$ cat config.mk
export PLATFORM = sky130hd
export DESIGN_NAME = irq_poll_responder
export DESIGN_NICKNAME = d
export VERILOG_FILES = /design/src/rtl/irq_poll_pkg.sv /design/src/rtl/irq_poll_snapshot.sv /design/src/rtl/irq_poll_bytesel.sv /design/src/rtl/irq_poll_ctrl.sv /design/src/rtl/irq_poll_responder.sv
export SDC_FILE = /design/constraint.sdc
export NUM_CORES = 1
export LEC_CHECK = 0
export BUFFER_PORTS_ARGS = -buffer_cell sky130_fd_sc_hd__buf_2
export CAP_MARGIN = 10
export CORE_ASPECT_RATIO = 1.5
export CORE_MARGIN = 5
export CORE_UTILIZATION = 50
export CTS_BUF_LIST = sky130_fd_sc_hd__clkbuf_8
export CTS_CLUSTER_SIZE = 40
export DETAILED_ROUTE_END_ITERATION = 8
export GPL_TIMING_DRIVEN = 0
export PLACE_DENSITY = 0.78
export SYNTH_ARGS = -nofsm -noshare
export SYNTH_HDL_FRONTEND = slang
export SYNTH_SLANG_ARGS = --single-unit
$ cat constraint.sdc
create_clock -name clk -period 1.55 [get_ports clk]
set_input_delay 0 -clock clk [delete_from_list [all_inputs] [get_ports clk]]
set_output_delay 0 -clock clk [all_outputs]
set_load 0.1 [all_outputs]
$ cat src/rtl/irq_poll_pkg.sv
package irq_poll_pkg;
  typedef enum logic [1:0] {
    ST_IDLE  = 2'd0,
    ST_SEND  = 2'd1,
    ST_CLEAR = 2'd2
  } poll_state_t;
endpackage

$ cat src/rtl/irq_poll_snapshot.sv
module irq_poll_snapshot #(
  parameter int NUM_REGS = 4,
  parameter int BYTE_W   = 8,
  localparam int WORD_W  = NUM_REGS * BYTE_W
) (
  input  logic              clk,
  input  logic              rst,
  input  logic              cap_i,
  input  logic [WORD_W-1:0] stat_i,
  output logic [WORD_W-1:0] snap_o,
  output logic              sum_nz_o
);
  assign sum_nz_o = |stat_i[BYTE_W-1:0];

  for (genvar g = 0; g < NUM_REGS; g++) begin : g_reg
    always_ff @(posedge clk) begin
      if (rst) begin
        snap_o[g*BYTE_W +: BYTE_W] <= '0;
      end else if (cap_i) begin
        snap_o[g*BYTE_W +: BYTE_W] <= stat_i[g*BYTE_W +: BYTE_W];
      end
    end
  end

  // the snapshot changes only at a capture edge
  p_snap_hold_r5: assert property (@(posedge clk) disable iff (rst)
    !$past(cap_i) && !$past(rst) |-> $stable(snap_o));
endmodule

$ cat src/rtl/irq_poll_bytesel.sv
module irq_poll_bytesel #(
  parameter int NUM_REGS = 4,
  parameter int BYTE_W   = 8,
  localparam int WORD_W  = NUM_REGS * BYTE_W,
  localparam int IDX_W   = (NUM_REGS > 1) ? $clog2(NUM_REGS) : 1
) (
  input  logic [WORD_W-1:0] word_i,
  input  logic [IDX_W-1:0]  idx_i,
  output logic [BYTE_W-1:0] byte_o
);
  logic [BYTE_W-1:0] lanes [NUM_REGS];

  for (genvar g = 0; g < NUM_REGS; g++) begin : g_lane
    assign lanes[g] = word_i[g*BYTE_W +: BYTE_W];
  end

  always_comb begin
    byte_o = '0;
    for (int i = 0; i < NUM_REGS; i++) begin
      if (idx_i == IDX_W'(i)) byte_o = lanes[i];
    end
  end
endmodule

$ cat src/rtl/irq_poll_ctrl.sv
module irq_poll_ctrl
  import irq_poll_pkg::*;
#(
  parameter int NUM_REGS = 4,
  parameter int BYTE_W   = 8,
  localparam int WORD_W  = NUM_REGS * BYTE_W,
  localparam int IDX_W   = (NUM_REGS > 1) ? $clog2(NUM_REGS) : 1
) (
  input  logic              clk,
  input  logic              rst,
  input  logic              poll_i,
  input  logic              sum_nz_i,
  input  logic [BYTE_W-1:0] first_byte_i,
  input  logic [BYTE_W-1:0] sel_byte_i,
  input  logic [WORD_W-1:0] snap_i,
  output logic              cap_o,
  output logic [IDX_W-1:0]  idx_o,
  output logic [BYTE_W-1:0] tx_data_o,
  output logic              tx_valid_o,
  output logic              tx_last_o,
  output logic              nak_o,
  output logic              clr_o,
  output logic [WORD_W-1:0] clr_mask_o
);
  poll_state_t state_q;
  logic        idle_poll;

  assign idle_poll = (state_q == ST_IDLE) && poll_i;
  assign cap_o     = idle_poll && sum_nz_i;

  always_ff @(posedge clk) begin
    if (rst) begin
      state_q    <= ST_IDLE;
      idx_o      <= '0;
      tx_data_o  <= '0;
      tx_valid_o <= 1'b0;
      tx_last_o  <= 1'b0;
      nak_o      <= 1'b0;
      clr_o      <= 1'b0;
      clr_mask_o <= '0;
    end else begin
      nak_o <= idle_poll && !sum_nz_i;
      clr_o <= 1'b0;
      case (state_q)
        ST_IDLE: begin
          clr_mask_o <= '0;
          if (cap_o) begin
            state_q    <= ST_SEND;
            tx_data_o  <= first_byte_i;
            tx_valid_o <= 1'b1;
            tx_last_o  <= (NUM_REGS == 1);
            idx_o      <= IDX_W'(1);
          end
        end
        ST_SEND: begin
          if (tx_last_o) begin
            state_q    <= ST_CLEAR;
            tx_valid_o <= 1'b0;
            tx_last_o  <= 1'b0;
            clr_o      <= 1'b1;
            clr_mask_o <= snap_i;
          end else begin
            tx_data_o <= sel_byte_i;
            tx_last_o <= (idx_o == IDX_W'(NUM_REGS - 1));
            idx_o     <= idx_o + IDX_W'(1);
          end
        end
        default: begin
          state_q <= ST_IDLE;
        end
      endcase
    end
  end

  // last marker only on a valid byte
  p_last_valid_r3: assert property (@(posedge clk) disable iff (rst)
    tx_last_o |-> tx_valid_o);
  // NAK and data never together
  p_nak_excl_r4: assert property (@(posedge clk) disable iff (rst)
    !(nak_o && tx_valid_o));
  // a packet opens with a nonzero summary byte
  p_first_nz_r2: assert property (@(posedge clk) disable iff (rst)
    $rose(tx_valid_o) |-> (tx_data_o != '0));
  // clear strobe follows the last byte and lasts one cycle
  p_clr_after_last_r6: assert property (@(posedge clk) disable iff (rst)
    tx_valid_o && tx_last_o |=> clr_o && !tx_valid_o);
  p_clr_pulse_r6: assert property (@(posedge clk) disable iff (rst)
    clr_o |=> !clr_o);
  // a packet in flight is not cut or restarted by polls
  p_no_restart_r7: assert property (@(posedge clk) disable iff (rst)
    tx_valid_o && !tx_last_o |=> tx_valid_o);
  p_no_nak_busy_r7: assert property (@(posedge clk) disable iff (rst)
    tx_valid_o || clr_o |=> !nak_o);
endmodule

$ cat src/rtl/irq_poll_responder.sv
module irq_poll_responder #(
  parameter int NUM_REGS = 4,
  parameter int BYTE_W   = 8,
  localparam int WORD_W  = NUM_REGS * BYTE_W,
  localparam int IDX_W   = (NUM_REGS > 1) ? $clog2(NUM_REGS) : 1
) (
  input  logic              clk,
  input  logic              rst,
  input  logic              poll_i,
  input  logic [WORD_W-1:0] stat_i,
  output logic [BYTE_W-1:0] tx_data_o,
  output logic              tx_valid_o,
  output logic              tx_last_o,
  output logic              nak_o,
  output logic              clr_o,
  output logic [WORD_W-1:0] clr_mask_o
);
  logic              cap;
  logic              sum_nz;
  logic [WORD_W-1:0] snap;
  logic [IDX_W-1:0]  idx;
  logic [BYTE_W-1:0] sel_byte;

  irq_poll_snapshot #(.NUM_REGS(NUM_REGS), .BYTE_W(BYTE_W)) snap_i (
    .clk      (clk),
    .rst      (rst),
    .cap_i    (cap),
    .stat_i   (stat_i),
    .snap_o   (snap),
    .sum_nz_o (sum_nz)
  );

  irq_poll_bytesel #(.NUM_REGS(NUM_REGS), .BYTE_W(BYTE_W)) sel_i (
    .word_i (snap),
    .idx_i  (idx),
    .byte_o (sel_byte)
  );

  irq_poll_ctrl #(.NUM_REGS(NUM_REGS), .BYTE_W(BYTE_W)) ctrl_i (
    .clk          (clk),
    .rst          (rst),
    .poll_i       (poll_i),
    .sum_nz_i     (sum_nz),
    .first_byte_i (stat_i[BYTE_W-1:0]),
    .sel_byte_i   (sel_byte),
    .snap_i       (snap),
    .cap_o        (cap),
    .idx_o        (idx),
    .tx_data_o    (tx_data_o),
    .tx_valid_o   (tx_valid_o),
    .tx_last_o    (tx_last_o),
    .nak_o        (nak_o),
    .clr_o        (clr_o),
    .clr_mask_o   (clr_mask_o)
  );

  // the clear mask always includes a nonzero summary
  p_mask_sum_r6: assert property (@(posedge clk) disable iff (rst)
    clr_o |-> (clr_mask_o[BYTE_W-1:0] != '0));
endmodule

==> impl_metrics.py, run 1 <==
metrics = {
    "power": {
        "power.density_mw_per_mm2": 977.8,
        "p_switching_w": 0.001382,
        "pwr-share-seq_pct": 47.2,
        "p_comb_share_pct": 20.0,
        "peakVddDrop_mv": 0.6231,
        "swShare_pct": 29.36,
        "p_int_w": 0.003327,
        "power.leakage_nw": 1.988,
        "pwr-share-clk_pct": 32.8,
    },
    "yosys": {
        "synth.area.mux_share_pct": 2.614,
        "synth_area_leaders": "dfxtp_1 46%, a21oi_2 9.7%, a22o_1 8.1%",
        "ys_warn_count": 0,
        "ys_seq_area_share_pct": 46.48,
        "synth_fp_nets": 381,
        "synth-async-reset-ratio_pct": 0,
        "synth_ff_type": "dfxtp_1",
        "synthSimpleGateAreaFrac_pct": 20.15,
        "synthAdderAreaFrac_pct": 1.452,
        "synth_top_cell_by_area": "dfxtp_1",
        "synth.distinct_cells": 33,
        "synth_top_area_share_pct": 46.48,
        "synth_top_family_by_area": "compound AO/OA/AOI/OAI gates",
        "syn_avg_cell_area_um2": 10.08,
        "synth_seq_cells": 80,
        "yosysMostFrequentCell": "dfxtp_1",
        "synth_edf_count": 0,
        "synth_compound_area_share_pct": 23.53,
        "syn_area_mm2": 0.003446,
        "synth_commonest_cells": "80 x dfxtp_1, 51 x nand2_1, 38 x a21oi_2, 32 x a22o_1, 32 x nand2_2",
        "synth_xor_area_share_pct": 0,
        "netlist_instances": 342,
    },
    "timing": {
        "maxSlewViolCount": 0,
        "min_period_ns": 1.575,
        "finalClockSkew_ns": 0.01139,
        "worstMarginPinSlew_ns": 0.7802,
        "hold_ws_ns": 0.08836,
        "final_hold_viol_count": 0,
        "fmax_ghz": 0.6348,
        "slew-limit-headroom_pct": 47.99,
        "rsz0062_at_grt": "yes",
        "finalWorstSetupSlack_ns": -0.02541,
        "finalSetupViolations": 6,
        "period_share_pct": 101.6,
        "fin_tns_setup_ns": -0.04472,
    },
    "detailed_routing": {
        "routed_wl_um": 9894,
        "vias_per_cell": 5.557,
        "antenna_left": 0,
        "drt_iter0_drc": 223,
        "dr.pass1.iters": 4,
        "routedWlPerCell_um": 17.73,
        "post-route-drc-count": 0,
        "vias": 3101,
    },
    "clock_network": {
        "cts_made_buffers": 9,
        "root_buffer": "clkbuf_8",
        "clkSinkCount": 80,
        "cts_buffer_depth": 2,
        "cts_tree": "yes",
        "htreeDepth": 3,
        "clk_latency_ns": 0.36,
        "clkTransAtPathRegs_ns": 0.08,
    },
    "finish": {
        "area_growth_pct": 39.76,
        "antenna_cells": 0,
        "drive_gt1_share_pct": 49.17,
        "fin_nets": 514,
        "utilization_pct": 70.77,
    },
    "setup_path": {
        "critPathLaunchType": "register",
        "crit_arrival_ns": 1.79,
        "slowest_stage": "or3b_4",
        "end_kind": "register",
        "crit_type": "register to register",
        "worst_path_largest_cell_delay_ns": 0.43,
        "path_delay_family": "simple AND/OR/NAND/NOR gates",
        "crit_required_ns": 1.77,
        "reg2reg_depth": 6,
        "path_cells": "or3b_4, a21o_4, buf_12, clkbuf_16, nand3_2, a21oi_2",
        "worst-path-stages": 6,
        "critPathMaxFanout": 5,
        "cp_num_buf_inv": 2,
    },
    "global_route": {
        "grt_pass1_wl_um": 15210,
        "grt_use_total_pct": 22.16,
        "grt-busiest-layer": "met2",
        "met2_usage_pct": 37.20,
        "grt_start_max_net_pins": 13,
        "grt_use_met3_pct": 7.039,
        "grt_pass1_vias": 3152,
        "overflow": 0,
        "use_met1_pct": 24.70,
        "antenna_found_initial": 0,
    },
    "floorplan": {
        "rows": 37,
        "start_util_pct": 50.63,
        "core-area_mm2": 0.006805,
        "die_y_um": 111.7,
        "io_pins": 79,
        "die_x_um": 77.78,
        "die_area_mm2": 0.008686,
    },
    "run_status": {
        "outcome": "complete, but fails checks",
        "violations": "setup timing",
    },
    "placed_design": {
        "dp_slack_ns": -0.3298,
        "place_hpwl_um": 6708,
        "place_congestion": 0.8657,
        "portBuffers": 78,
    },
    "hold_path": {
        "min_path_type": "input port to register",
        "whs_path_depth": 3,
    },
    "run": {
        "maxCapViolCount": 0,
    },
}
final cells by class:
cell class	count	area (µm²)
inverters	3	11.26
clock buffers	11	151.4
clock inverters	5	47.55
multi-input cells	232	1798
flip-flops and latches	80	1615
plain buffers	24	225.2
repair buffers	125	869.6
fillers	518	1989
well taps	78	97.59
kinds of logic after synthesis:
kind of cell	count (synthesis)
and+or+nand+nor	124
AOI/OAI and AO/OA	96
DFF	80
buffers and inverters	30
muxes	8
adders and majority gates	4
power groups by stage:
stage | logic [W] | registers [W] | clock network (W)
3_3_place_gp | 0.000731 | 0.00225 | 0
3_5_place_dp | 0.000747 | 0.00226 | 0
6_report | 0.000944 | 0.00222 | 0.00154
5_1_grt | 0.00100 | 0.00223 | 0.00167
2_1_floorplan | 0.000403 | 0.00240 | 0
4_1_cts | 0.000835 | 0.00221 | 0.00157
final timing paths:
kind                          from               endpoint  slack [ns]
min reg2reg  ctrl_i.clr_mask_o[29]  ctrl_i.clr_mask_o[29]        0.47
min                            rst      ctrl_i.state_q[1]        0.09
max              ctrl_i.state_q[0]    ctrl_i.tx_data_o[7]       -0.03
max reg2reg      ctrl_i.state_q[0]    ctrl_i.tx_data_o[7]       -0.03
sequential cells by signal, indices dropped and copies added (netlist names):
signal             flops
ctrl_i.tx_last_o       1
snap_i.snap_o         32
ctrl_i.idx_o           2
ctrl_i.clr_o           1
ctrl_i.nak_o           1
ctrl_i.tx_valid_o      1
ctrl_i.clr_mask_o     32
ctrl_i.tx_data_o       8
ctrl_i.state_q         2
per-stage QoR:
stage	cell area (µm²)	cells	power (W)
floorplan	3456	342	0.002806
global placement	3944	498	0.002986
detailed placement	3944	498	0.003005
CTS	4531	544	0.004616
global route	4816	558	0.004899
finish	4816	558	0.004709
worst min-delay path: stages:
cell    delay, ns
buf_2        0.14
nor2_4       0.08
buf_4        0.18
per-layer routing:
metal / up-vias / share of wire [%]
li1: 1458 / -
met1: 1486 / 37
met4: 0 / 3.8
met2: 123 / 52
met3: 34 / 6.4
met5: - / 0
layout by cell type (no fill, tap or decap), drive strengths merged:
cell type	n
nor2	6
nor3b	2
and3	8
dfxtp	80
o211ai	8
a22o	32
o221ai	8
a21oi	45
dlygate4sd3	32
buf	107
nand2b	10
or3b	1
nor3	2
bufinv	1
mux2	8
a21o	1
inv	5
nor4	2
clkinv	2
a31oi	1
a211oi	1
or2	1
nand2	83
ha	4
clkbuf	21
nand3	9
repair_timing:
| action | 4_1_cts | 5_1_grt |
|---|---|---|
| gates resized for setup | 19 | 44 |
| setup endpoints to repair | 37 | 71 |
| hold endpoints to repair | 33 | 0 |
| gates cloned | 0 | 3 |
| hold buffers | 32 | 0 |
| pin swaps | 5 | 19 |
| buffers inserted | 1 | 11 |
(Power assumes the default switching activity.)
==> inputs of run 2 (changes only) <==
--- a/config.mk
+++ b/config.mk
@@ -8,13 +8,13 @@
 export BUFFER_PORTS_ARGS = -buffer_cell sky130_fd_sc_hd__buf_2
 export CAP_MARGIN = 10
 export CORE_ASPECT_RATIO = 1.5
-export CORE_MARGIN = 5
-export CORE_UTILIZATION = 50
+export CORE_UTILIZATION = 49
 export CTS_BUF_LIST = sky130_fd_sc_hd__clkbuf_8
 export CTS_CLUSTER_SIZE = 40
 export DETAILED_ROUTE_END_ITERATION = 8
 export GPL_TIMING_DRIVEN = 0
-export PLACE_DENSITY = 0.78
+export PLACE_DENSITY = 0.77
 export SYNTH_ARGS = -nofsm -noshare
 export SYNTH_HDL_FRONTEND = slang
+export SYNTH_HIERARCHICAL = 1
 export SYNTH_SLANG_ARGS = --single-unit
==> impl_metrics.py, run 2 <==
metrics = {
    "detailed_routing": {
        "vias": 2795,
        "routedWlPerCell_um": 17.53,
        "dr.pass1.iters": 4,
        "drt_iter0_drc": 204,
        "vias_per_cell": 5.524,
        "routed_wl_um": 8868,
        "antenna_left": 0,
        "post-route-drc-count": 0,
    },
    "power": {
        "peakVddDrop_mv": 0.7053,
        "p_switching_w": 0.001309,
        "power.density_mw_per_mm2": 1064,
        "pwr-share-clk_pct": 34.4,
        "p_comb_share_pct": 18.7,
        "pwr-share-seq_pct": 46.9,
        "power.leakage_nw": 1.919,
        "p_int_w": 0.003422,
        "swShare_pct": 27.67,
    },
    "setup_path": {
        "crit_arrival_ns": 1.77,
        "critPathMaxFanout": 8,
        "end_kind": "register",
        "path_delay_family": "buffers and inverters",
        "critPathLaunchType": "register",
        "slowest_stage": "dfxtp_4",
        "cp_common_cell": "buf_12",
        "worst_path_largest_cell_delay_ns": 0.37,
        "crit_type": "register to register",
        "path_cells": "nor4bb_4, buf_6, buf_12, buf_12, mux2i_2, nor2_1",
        "crit_required_ns": 1.77,
        "cp_num_buf_inv": 3,
    },
    "yosys": {
        "ys_seq_area_share_pct": 49.90,
        "netlist_instances": 296,
        "synth_top_area_share_pct": 49.90,
        "synth_top_cell_by_area": "dfxtp_1",
        "syn_avg_cell_area_um2": 10.84,
        "synth_ff_type": "dfxtp_1",
        "synth_commonest_cells": "80 x dfxtp_1, 40 x mux2i_1, 35 x nor2_1, 20 x a21oi_1",
        "synth_edf_count": 0,
        "synth_seq_cells": 80,
        "synth.distinct_cells": 31,
        "syn_area_mm2": 0.003209,
        "synth_fp_nets": 332,
        "synth_area_leaders": "dfxtp_1 50%, mux2i_1 12%, mux4_2 5.6%",
        "ys_warn_count": 6,
        "synth-async-reset-ratio_pct": 0,
        "yosysMostFrequentCell": "dfxtp_1",
    },
    "floorplan": {
        "die_x_um": 68.08,
        "die_area_mm2": 0.006884,
        "rows": 35,
        "io_pins": 79,
        "start_util_pct": 51.61,
        "core-area_mm2": 0.006218,
        "die_y_um": 101.1,
    },
    "global_route": {
        "grt_pass1_wl_um": 13500,
        "grt_start_max_net_pins": 14,
        "antenna_found_initial": 0,
        "grt_pass1_vias": 2766,
        "grt_use_total_pct": 27.17,
        "overflow": 0,
    },
    "placed_design": {
        "post_dp_cell_area_mm2": 0.003694,
        "place_hpwl_um": 5831,
        "portBuffers": 78,
        "place_congestion": 0.8226,
        "dp_slack_ns": -0.1389,
    },
    "timing": {
        "slew-limit-headroom_pct": 59.80,
        "fin_tns_setup_ns": 0,
        "rsz0062_at_grt": "yes",
        "min_period_ns": 1.546,
        "finalSetupViolations": 0,
        "fmax_ghz": 0.6467,
        "period_share_pct": 99.76,
        "hold_ws_ns": 0.03776,
        "maxSlewViolCount": 0,
        "worstMarginPinSlew_ns": 0.6030,
        "finalWorstSetupSlack_ns": 0.003716,
        "finalClockSkew_ns": 0.009519,
        "final_hold_viol_count": 0,
    },
    "clock_network": {
        "cts_made_buffers": 9,
        "htreeDepth": 3,
        "clkSinkCount": 80,
        "clkTransAtPathRegs_ns": 0.08,
        "cts_tree": "yes",
        "clk_latency_ns": 0.35,
        "cts_buffer_depth": 2,
        "root_buffer": "clkbuf_8",
    },
    "run_status": {
        "outcome": "finished, final reports clean",
    },
    "finish": {
        "mostFrequentLayoutCell": "buf_2",
        "fin_area_mm2": 0.004447,
        "drive_gt1_share_pct": 35.42,
        "antenna_cells": 0,
        "layout_common_cells": "85 x buf_2, 76 x dfxtp_1, 35 x nor2_1",
        "area_growth_pct": 38.56,
        "reg.largest.list": "ctrl_i/clr_mask_o x32, snap_i/snap_o x32, ctrl_i/tx_data_o x8",
        "fill_cells": 457,
        "fin_nets": 464,
    },
    "hold_path": {
        "min_path_type": "input port to register",
    },
    "run": {
        "maxCapViolCount": 0,
    },
}
run 2: cell count changes in the layout (fill, tap and decap cells not counted), sizes merged, moves of 9 or more:
cell   previous run  this run
o21ai             0        19
a21oi            45        20
mux2i             0        40
a22o             32        14
nor2              6        36
nand3             9         0
nand2            83        19
run 2: cells by family after synthesis:
group	share of synthesized area [%]
AO/OA/AOI/OAI	14.04
adder cells (fa/ha/maj)	0.3898
buffers and inverters	6.043
flip-flops	49.90
multiplexers	18.09
AND/OR/NAND/NOR	11.54
run 2: final timing paths:
| path | start | end | slack (ns) | cells after the start |
|---|---|---|---|---|
| max | ctrl_i/state_q[1] | snap_i/snap_o[13] | 0.004 | 6 |
| min | stat_i[5] | ctrl_i/nak_o | 0.04 | 4 |
| min reg2reg | ctrl_i/clr_mask_o[27] | ctrl_i/clr_mask_o[27] | 0.47 | 2 |
| max reg2reg | ctrl_i/state_q[1] | snap_i/snap_o[13] | 0.004 | 6 |
run 2: worst min-delay path, cell delays in order:
cell and delay (ns):
buf_2 0.11, nor4_1 0.05, nand2_1 0.10, nor4_1 0.07
run 2: per-stage QoR:
| step | util [%] | power, W | cells |
|---|---|---|---|
| 5_1_grt | 71.51 | 0.004897 | 506 |
| 4_1_cts | 68.97 | 0.004662 | 499 |
| 2_1_floorplan | - | 0.002798 | 296 |
| 6_report | 71.51 | 0.004731 | 506 |
| 3_3_place_gp | 59.40 | 0.002960 | 448 |
| 3_5_place_dp | 59.40 | 0.002978 | 448 |
run 2: power by group through the flow:
| stage | clock network, W | logic (W) | registers, W |
|---|---|---|---|
| floorplan | 0 | 0.000375 | 0.00242 |
| global placement | 0 | 0.000701 | 0.00226 |
| detailed placement | 0 | 0.000714 | 0.00226 |
| CTS | 0.00164 | 0.000807 | 0.00222 |
| global route | 0.00174 | 0.000929 | 0.00223 |
| finish | 0.00163 | 0.000884 | 0.00222 |
run 2: cell type report:
class / count / area (µm²) / area share [%]
multi-input combinational: 191 / 1470 / 33.06
timing repair buffer: 121 / 850.8 / 19.13
tap: 74 / 92.59 / 2.082
clock inverter: 6 / 85.08 / 1.913
buffer: 25 / 215.2 / 4.840
clock buffer: 9 / 123.9 / 2.786
sequential: 80 / 1609 / 36.18
run 2: repair_timing:
| item | CTS | global route |
|---|---|---|
| resized for setup | 9 | 11 |
| endpoints found under the hold margin | 33 | 0 |
| gates cloned | 0 | 3 |
| setup endpoints to repair | 37 | 34 |
| buffers inserted | 2 | 4 |
| hold buffers | 34 | 0 |
| pin swaps | 1 | 1 |
run 2: layer usage:
layer / global-route usage [%] / vias up / share of wire, %
li1: - / 1319 / -
met1: 31.90 / 1366 / 40
met2: 43.82 / 91 / 52
met3: 6.787 / 19 / 4.7
met4: 15.71 / 0 / 3.3
met5: 0 / - / 0
==> inputs of run 3 (changes only) <==
--- a/config.mk
+++ b/config.mk
@@ -13,7 +13,7 @@
 export CTS_CLUSTER_SIZE = 40
 export DETAILED_ROUTE_END_ITERATION = 8
 export GPL_TIMING_DRIVEN = 0
-export PLACE_DENSITY = 0.77
+export PLACE_DENSITY = 0.79
 export SYNTH_ARGS = -nofsm -noshare
 export SYNTH_HDL_FRONTEND = slang
 export SYNTH_HIERARCHICAL = 1
==> impl_metrics.py, run 3 (synthesized netlist as in run 2, its figures left out) <==
metrics = {
    "hold_path": {
        "min_path_type": "input port to register",
        "min_from": "stat_i[2]",
    },
    "setup_path": {
        "timing.rr.start": "ctrl_i/state_q[1]",
        "crit_required_ns": 1.76,
        "critPathMaxFanout": 9,
        "crit_type": "register to register",
        "critPathLaunchType": "register",
        "crit_arrival_ns": 1.80,
        "crit_start": "ctrl_i/state_q[1]",
        "end_kind": "register",
    },
    "finish": {
        "drive_gt1_share_pct": 35.20,
        "fin_nets": 461,
        "mostFrequentLayoutCell": "buf_2",
        "fill_cells": 432,
        "layout_common_cells": "85 x buf_2, 76 x dfxtp_1, 35 x nor2_1, 35 x dlygate4sd3_1, 31 x mux2i_1",
        "final-seq-area_mm2": 0.001609,
        "reg.largest.list": "ctrl_i/clr_mask_o x32, snap_i/snap_o x32, ctrl_i/tx_data_o x8",
        "area_growth_pct": 37.86,
        "antenna_cells": 0,
        "multi_input_area_mm2": 0.001474,
    },
    "placed_design": {
        "place_congestion": 0.8594,
        "portBuffers": 78,
        "dp_slack_ns": -0.1353,
        "place_hpwl_um": 5751,
    },
    "timing": {
        "hold_ws_ns": 0.07017,
        "finalWorstSetupSlack_ns": -0.03828,
        "period_share_pct": 102.5,
        "final_hold_viol_count": 0,
        "finalSetupViolations": 2,
        "fmax_ghz": 0.6296,
        "rsz0062_at_grt": "yes",
        "maxSlewViolCount": 0,
        "worstMarginPinSlew_ns": 0.5419,
        "finalClockSkew_ns": 0.01501,
        "slew-limit-headroom_pct": 63.88,
        "min_period_ns": 1.588,
    },
    "run": {
        "maxCapViolCount": 0,
    },
    "power": {
        "power.leakage_nw": 1.905,
        "power.density_mw_per_mm2": 1080,
        "peakVddDrop_mv": 0.7907,
    },
    "detailed_routing": {
        "highest_layer": "met4",
        "vias": 2794,
        "routedWlPerCell_um": 18.05,
        "vias_per_cell": 5.555,
        "drt_iter0_drc": 200,
        "dr.pass1.iters": 4,
        "drt-met1-wl_um": 3466,
        "routed_wl_um": 9080,
        "post-route-drc-count": 0,
        "dr_wl_met3_um": 476,
        "antenna_left": 0,
        "wl_met2_um": 4806,
    },
    "clock_network": {
        "clk_latency_ns": 0.36,
        "cts_made_buffers": 9,
        "cts_tree": "yes",
        "clkSinkCount": 80,
        "cts_buffer_depth": 2,
        "clkTransAtPathRegs_ns": 0.08,
        "htreeDepth": 3,
        "root_buffer": "clkbuf_8",
    },
    "global_route": {
        "grt_use_total_pct": 27.70,
        "overflow": 0,
        "grt_pass1_wl_um": 13770,
        "grt_pass1_vias": 2758,
        "antenna_found_initial": 0,
        "grt_start_max_net_pins": 14,
    },
    "run_status": {
        "violations": "setup timing",
        "outcome": "complete, but fails checks",
    },
    "floorplan": {
        "die_x_um": 68.08,
        "die_y_um": 101.1,
        "die_area_mm2": 0.006884,
        "core-area_mm2": 0.006218,
        "io_pins": 79,
        "start_util_pct": 51.61,
        "rows": 35,
    },
}
-- run 3: cell types whose count changed in the layout (fill, tap and decap cells not counted), sizes merged --
cell         before  now
clkbuf           18   20
dlygate4sd3      34   35
buf             103   98
clkinvlp          2    1
-- run 3: cell type report --
type / instances / share of cell area [%]
sequential: 80 / 36.37
multi-input combinational: 191 / 33.31
timing repair buffer: 119 / 18.95
buffer: 24 / 4.327
clock buffer: 10 / 3.111
tap: 74 / 2.093
clock inverter: 5 / 1.838
-- run 3: layer usage --
metal | global-route usage, % | up-vias
li1 | - | 1313
met1 | 31.73 | 1338
met2 | 46.00 | 114
met3 | 6.787 | 29
met4 | 15.06 | 0
met5 | 0 | -
-- run 3: per-stage QoR --
stage                     instances  setup TNS [ns]  area, µm²  total power (W)  utilization, %
final                           503        -0.03949       4424         0.004776           71.15
after global routing            503         -0.3083       4424         0.004930           71.15
after CTS                       500               0       4300         0.004722           69.15
after detailed placement        448          -3.210       3694         0.002977           59.40
after global placement          448          -2.213       3694         0.002960           59.40
after floorplan                 296               0       3211         0.002798               -
-- run 3: repair_timing --
item / CTS / global route
hold buffers: 35 / 0
cloned: 0 / 3
endpoints found under the hold margin: 33 / 0
endpoints found under the setup margin: 36 / 37
pin swaps: 1 / 1
setup buffers: 2 / 1
gates resized for setup: 6 / 13
-- run 3: critical path, stage by stage, from the launching register on --
cell       delay [ns]
dfxtp_4          0.38
nor4bb_4         0.33
buf_6            0.24
clkbuf_16        0.18
mux2i_1          0.22
nor2_1           0.09
-- run 3: final timing paths --
path                                               to  slack, ns  depth (start not counted)
worst max-delay path                 snap_i/snap_o[3]      -0.04                          5
worst min-delay path              ctrl_i/tx_data_o[2]       0.07                          3
worst max register to register       snap_i/snap_o[3]      -0.04                          5
worst min register to register  ctrl_i/clr_mask_o[23]       0.48                          2
-- run 3: where the power goes --
group / internal (W) / switching [W]
logic: 0.000377 / 0.000496
clock network: 0.000941 / 0.000740
registers: 0.00214 / 0.0000800
total: 0.00346 / 0.00132
